==> src/rtl/fcs_pkg.sv <==
package fcs_pkg;

  typedef struct packed {
    logic [2:0] len;  // ticks per frame: 1, 2 or 4
    logic [1:0] dly;  // unload delay preset
  } fcs_cfg_t;

  // Frame code to frame length in forwarded ticks
  function automatic logic [2:0] frame_len(input logic [4:0] code);
    case (code)
      5'd1:    return 3'd2;
      5'd3:    return 3'd4;
      default: return 3'd1;
    endcase
  endfunction

  function automatic fcs_cfg_t make_cfg(input logic [4:0] code, input logic [1:0] dly);
    fcs_cfg_t c;
    c.len = frame_len(code);
    c.dly = dly;
    return c;
  endfunction

endpackage

==> src/rtl/fcs_cfg.sv <==
module fcs_cfg
  import fcs_pkg::*;
(
  input  logic       clk,
  input  logic       rst,
  input  logic       tick,
  input  logic       frame_last,
  input  logic [4:0] cfg_frame,
  input  logic [1:0] cfg_delay,
  input  logic       cfg_load,
  output fcs_cfg_t   act,
  output logic       apply
);

  fcs_cfg_t shadow;
  logic     pending;

  // A pending request lands on the tick that closes the running frame
  assign apply = tick && pending && frame_last;

  always_ff @(posedge clk) begin
    if (rst) begin
      act     <= make_cfg(cfg_frame, cfg_delay);
      shadow  <= make_cfg(cfg_frame, cfg_delay);
      pending <= 1'b0;
    end else begin
      if (apply) begin
        act     <= shadow;
        pending <= 1'b0;
      end
      if (cfg_load) begin
        shadow  <= make_cfg(cfg_frame, cfg_delay);
        pending <= 1'b1;
      end
    end
  end

endmodule

==> src/rtl/fcs_framer.sv <==
module fcs_framer
  import fcs_pkg::*;
(
  input  logic     clk,
  input  logic     rst,
  input  logic     tick,
  input  logic     apply,
  input  fcs_cfg_t act,
  output logic     frame_last,
  output logic     frame_pulse
);

  logic [1:0] cnt;

  assign frame_last = (cnt == 2'(act.len - 3'd1));

  always_ff @(posedge clk) begin
    if (rst) begin
      cnt         <= 2'd0;
      frame_pulse <= 1'b0;
    end else if (tick) begin
      frame_pulse <= (cnt == 2'd0);
      if (apply || frame_last) cnt <= 2'd0;
      else                     cnt <= cnt + 2'd1;
    end
  end

endmodule

==> src/rtl/fcs_silo.sv <==
module fcs_silo #(
  parameter int CMD_W  = 16,
  parameter int ADDR_W = 3
) (
  input  logic             clk,
  input  logic             rst,
  input  logic             tick,
  input  logic             flush,
  input  logic [1:0]       dly,
  input  logic             in_valid,
  input  logic [CMD_W-1:0] in_cmd,
  output logic             out_valid,
  output logic [CMD_W-1:0] out_cmd
);

  localparam int DEPTH = 1 << ADDR_W;

  logic [CMD_W-1:0]  mem [DEPTH];
  logic [DEPTH-1:0]  vld;
  logic [ADDR_W-1:0] wp;
  logic [ADDR_W-1:0] lag;
  logic [ADDR_W-1:0] rd;

  assign lag = ADDR_W'(dly) + ADDR_W'(1);
  assign rd  = wp - lag;

  // Data path without reset so it maps onto block RAM
  always_ff @(posedge clk) begin
    if (tick) begin
      mem[wp] <= in_cmd;
      out_cmd <= mem[rd];
    end
  end

  always_ff @(posedge clk) begin
    if (rst) begin
      vld       <= '0;
      wp        <= '0;
      out_valid <= 1'b0;
    end else if (tick) begin
      wp <= wp + ADDR_W'(1);
      if (flush) begin
        vld       <= '0;
        out_valid <= 1'b0;
      end else begin
        vld[wp]   <= in_valid;
        out_valid <= vld[rd];
      end
    end
  end

endmodule

==> src/rtl/fwdclk_rx_silo.sv <==
module fwdclk_rx_silo
  import fcs_pkg::*;
#(
  parameter int CMD_W  = 16,
  parameter int ADDR_W = 3
) (
  input  logic             clk,
  input  logic             rst,
  input  logic             fwd_tick,
  input  logic [4:0]       cfg_frame,
  input  logic [1:0]       cfg_delay,
  input  logic             cfg_load,
  input  logic             in_valid,
  input  logic [CMD_W-1:0] in_cmd,
  output logic             out_valid,
  output logic [CMD_W-1:0] out_cmd,
  output logic             frame_pulse
);

  fcs_cfg_t act_cfg;
  logic     apply;
  logic     frame_last;

  fcs_cfg u_cfg (
    .clk        (clk),
    .rst        (rst),
    .tick       (fwd_tick),
    .frame_last (frame_last),
    .cfg_frame  (cfg_frame),
    .cfg_delay  (cfg_delay),
    .cfg_load   (cfg_load),
    .act        (act_cfg),
    .apply      (apply)
  );

  fcs_framer u_framer (
    .clk         (clk),
    .rst         (rst),
    .tick        (fwd_tick),
    .apply       (apply),
    .act         (act_cfg),
    .frame_last  (frame_last),
    .frame_pulse (frame_pulse)
  );

  fcs_silo #(.CMD_W(CMD_W), .ADDR_W(ADDR_W)) u_silo (
    .clk       (clk),
    .rst       (rst),
    .tick      (fwd_tick),
    .flush     (apply),
    .dly       (act_cfg.dly),
    .in_valid  (in_valid),
    .in_cmd    (in_cmd),
    .out_valid (out_valid),
    .out_cmd   (out_cmd)
  );

endmodule

==> config.mk <==
export PLATFORM = sky130hd
export DESIGN_NAME = fwdclk_rx_silo
export DESIGN_NICKNAME = d
export VERILOG_FILES = /design/src/rtl/fcs_pkg.sv /design/src/rtl/fcs_cfg.sv /design/src/rtl/fcs_framer.sv /design/src/rtl/fcs_silo.sv /design/src/rtl/fwdclk_rx_silo.sv
export SDC_FILE = /design/constraint.sdc
export NUM_CORES = 1
export LEC_CHECK = 0
export BUFFER_PORTS_ARGS = -buffer_cell sky130_fd_sc_hd__buf_2
export CAP_MARGIN = 20
export CORE_ASPECT_RATIO = 0.8
export CORE_MARGIN = 1
export CORE_UTILIZATION = 45
export DETAILED_ROUTE_END_ITERATION = 8
export PLACE_DENSITY = 0.66
export SLEW_MARGIN = 20
export SYNTH_ARGS = -nofsm -noshare
export SYNTH_HDL_FRONTEND = slang
export SYNTH_SLANG_ARGS = --single-unit
export TNS_END_PERCENT = 30
==> constraint.sdc <==
create_clock -name clk -period 2.4 [get_ports clk]
set_input_delay 0.12 -clock clk [delete_from_list [all_inputs] [get_ports clk]]
set_output_delay 0.12 -clock clk [all_outputs]
set_load 0.1 [all_outputs]
==> flow_summary.ini <==
[drt]
wl_met3_um = 585
route.final.wire_length_um = 12100
drt_iter0_markers = 212
drt_drc_violations_left = 0
vias_per_cell = 5.31
routed_vias = 3198
met2WireLength_um = 5860
antenna_left = 0
wl_met1_um = 5480
routed_wire_length_per_instance_um = 20.0
topRoutingLayerUsed = met4
first_pass_iters = 4

[yosys]
synth_cell_type_count = 25
yosys_register_bits = 168
yosys_warnings = 0
post_synth_instance_area_sq_mm = 0.00639
synth-async-reset-ratio = 0
post_synthesis_compound_gate_area_fraction = 0.0157
synth_top_family_by_area = multiplexers
synth_enable_flop_cells = 152
syn-mean-instance-area_sq_um = 20.6
synth_area_in_simple_gates = 0.0237
synthXorXnorAreaFrac = 0.00803
synth-adder-area-share = 0.00901
syn-instance-count = 310
register_area_share_after_synthesis = 0.764
synth_mux_area_frac = 0.166
most_used_flip_flop_cell_after_synthesis = edfxtp_1
synth_fp_nets = 342

[cts]
clock_tree.root_cell = clkbuf_16
worstSkewPairLatency_ps = 420
cts.repair_timing.setup_buffer_count = 0
cts.htree.levels = 4
numClockSinks = 168
cts.reportedPaths.clkPinSlew_ps = 70
cts-root-to-sink-buffers = 2
cts_tree = built
cts_inserted_buffers = 17

[min_path]
hold-path-cell-count = 2
worst_hold_startpoint = rst
hp-class = input pin to register

[critical_path]
regToRegSetupSlack_ps = 110
critical_path_arrival_ps = 2460
worst-path-max-fanout = 16
rr_startpoint = u_cfg.act[0]
timing.critical_path.from = u_cfg.act[0]
crit_path_start_kind = register
end_kind = register
r2r.worst_path.cells = 7
worstSetupPathType = register to register
critical_path_required_ps = 2570

[finish]
antennaDiodeCount = 0
stdcell_area_sq_mm = 0.00788
fillers = 1024
syn2layout_area_growth_pct = 23.2
finalNetCount = 441
final_util = 0.575
multiInputGateArea_sq_mm = 0.00144
post_route_cells_drive_above_1_share = 0.389
final-seq-area_sq_mm = 0.00488

[sta]
rsz0062_at_grt = true
final.setup.worst_slack_ps = 110
fin_tns_setup_ps = 0
min_tclk_post_route_ps = 2290
post-route-period-util = 0.954
clock-skew-final_ps = 10.6
timing_hold_violations_final = 0
max_clock_freq_mhz = 437
tightest_slew_ps = 494
hold_ws_ps = 46.9
setup_viol = 0
maxSlewHeadroom = 0.673
report.final.slew_viol_count = 0

[placed_design]
placed_cell_area_sq_mm = 0.00702
gp_routability_congestion = 0.767
post-place-ws_ps = 53.5
io_buffers = 45
dp_hpwl_um = 7200

[global_route]
grtUsageTotal = 0.184
first_global_vias = 3340
pin_count_of_the_biggest_net_entering_global_routing = 20
antenna_found_initial = 0
wire_length_of_the_first_global_routing_pass_um = 18900
grt_overflow_total = 0

[outcome]
run_status = finished, final reports clean

[die]
floorplan.die.height_um = 109
floorplan.initialDensity = 0.467
placement_rows = 38
design.die.area_sq_mm = 0.0147
floorplan.core_area_sq_mm = 0.0137
floorplan.die.width_um = 135
ios = 46

[power_and_ir_drop]
power.density_cell_area_mw_per_mm2 = 917
max-vdd-ir-drop_mv = 0.635
leakagePower_nw = 2.74

[flow_run]
maxCapViolations = 0
-- cell usage in the layout, fill, tap and decap left out, types with 7 or more instances in the layout --
| cell type | count |
|---|---|
| edfxtp_1 | 152 |
| buf_2 | 45 |
| mux4_2 | 34 |
| dlygate4sd3_1 | 23 |
| mux2_2 | 20 |
| buf_4 | 20 |
| clkbuf_16 | 17 |
| nor2_1 | 16 |
| dfxtp_1 | 16 |
| nand2_1 | 9 |
| inv_1 | 8 |
| mux2i_1 | 7 |
-- flip-flops by register name, summed over array words and instances (netlist names) --
register,cells
u_silo.out_cmd,16
u_framer.frame_pulse,1
u_silo.mem,128
u_silo.wp,3
u_cfg.shadow,4
u_framer.cnt,2
u_cfg.pending,1
u_cfg.act,4
u_silo.out_valid,1
u_silo.vld,8
-- where the power goes --
group,internal (mW),total [mW],switching [mW]
Clock,1.41,2.69,1.28
Combinational,0.448,1.15,0.704
Sequential,3.34,3.38,0.0436
Total,5.20,7.22,2.03
-- cell families (layout without fill, tap and decap cells) --
logic type      count (synthesis)  count (layout)
fa+ha+maj                       4               4
simple gates                   34              34
flops                         168             168
buf+inv                        21             133
mux                            61              61
xor+xnor                        5               5
compound gates                 17              17
-- metal layers --
metal | track usage | vias up
li1 | - | 1446
met1 | 0.245 | 1650
met2 | 0.294 | 89
met3 | 0.0455 | 13
met4 | 0.0674 | 0
met5 | 0 | -
-- critical path, stage by stage (launching register included) --
cell      delay (ps)
edfxtp_1         360
inv_1             60
ha_2             150
inv_1             40
fa_1             590
buf_6            230
mux4_2           320
mux2_2           280
-- synthesized netlist by cell type, drive strengths merged, types with 5 or more instances --
cell type	instances	area (sq um)
mux2	20	225
o21ai	6	30.0
inv	8	30.0
clkbuf	8	30.0
a21oi	6	30.0
nor2	16	60.1
edfxtp	152	4560
nand2	9	33.8
nand2b	5	31.3
mux2i	7	70.1
mux4	34	766
buf	5	25.0
dfxtp	16	320
-- path summary, 6_finish.rpt --
| path | to |
|---|---|
| setup / recovery | u_silo.out_cmd[8] |
| hold / removal | u_framer.frame_pulse |
| setup reg to reg | u_silo.out_cmd[8] |
| hold reg to reg | u_silo.vld[6] |
-- area by class of cell --
type / instances / share of cell area
Clock buffer: 17 / 0.0540
Clock inverter: 15 / 0.0227
Inverter: 8 / 0.00381
Multi-Input combinational cell: 121 / 0.183
Sequential cell: 168 / 0.620
Tap cell: 180 / 0.0286
Timing Repair Buffer: 93 / 0.0879
-- metrics by stage --
step	power [mW]	std cells
3_3_place_gp	4.55	547
5_1_grt	7.49	602
2_1_floorplan	4.29	310
4_1_cts	7.30	602
3_5_place_dp	4.57	547
6_report	7.22	602
-- timing repair --
action	CTS	global route
hold buffers	23	0
resized for setup	0	4
endpoints found under the hold margin	134	0
setup endpoints to repair	0	12
(Power assumes the default switching activity.)
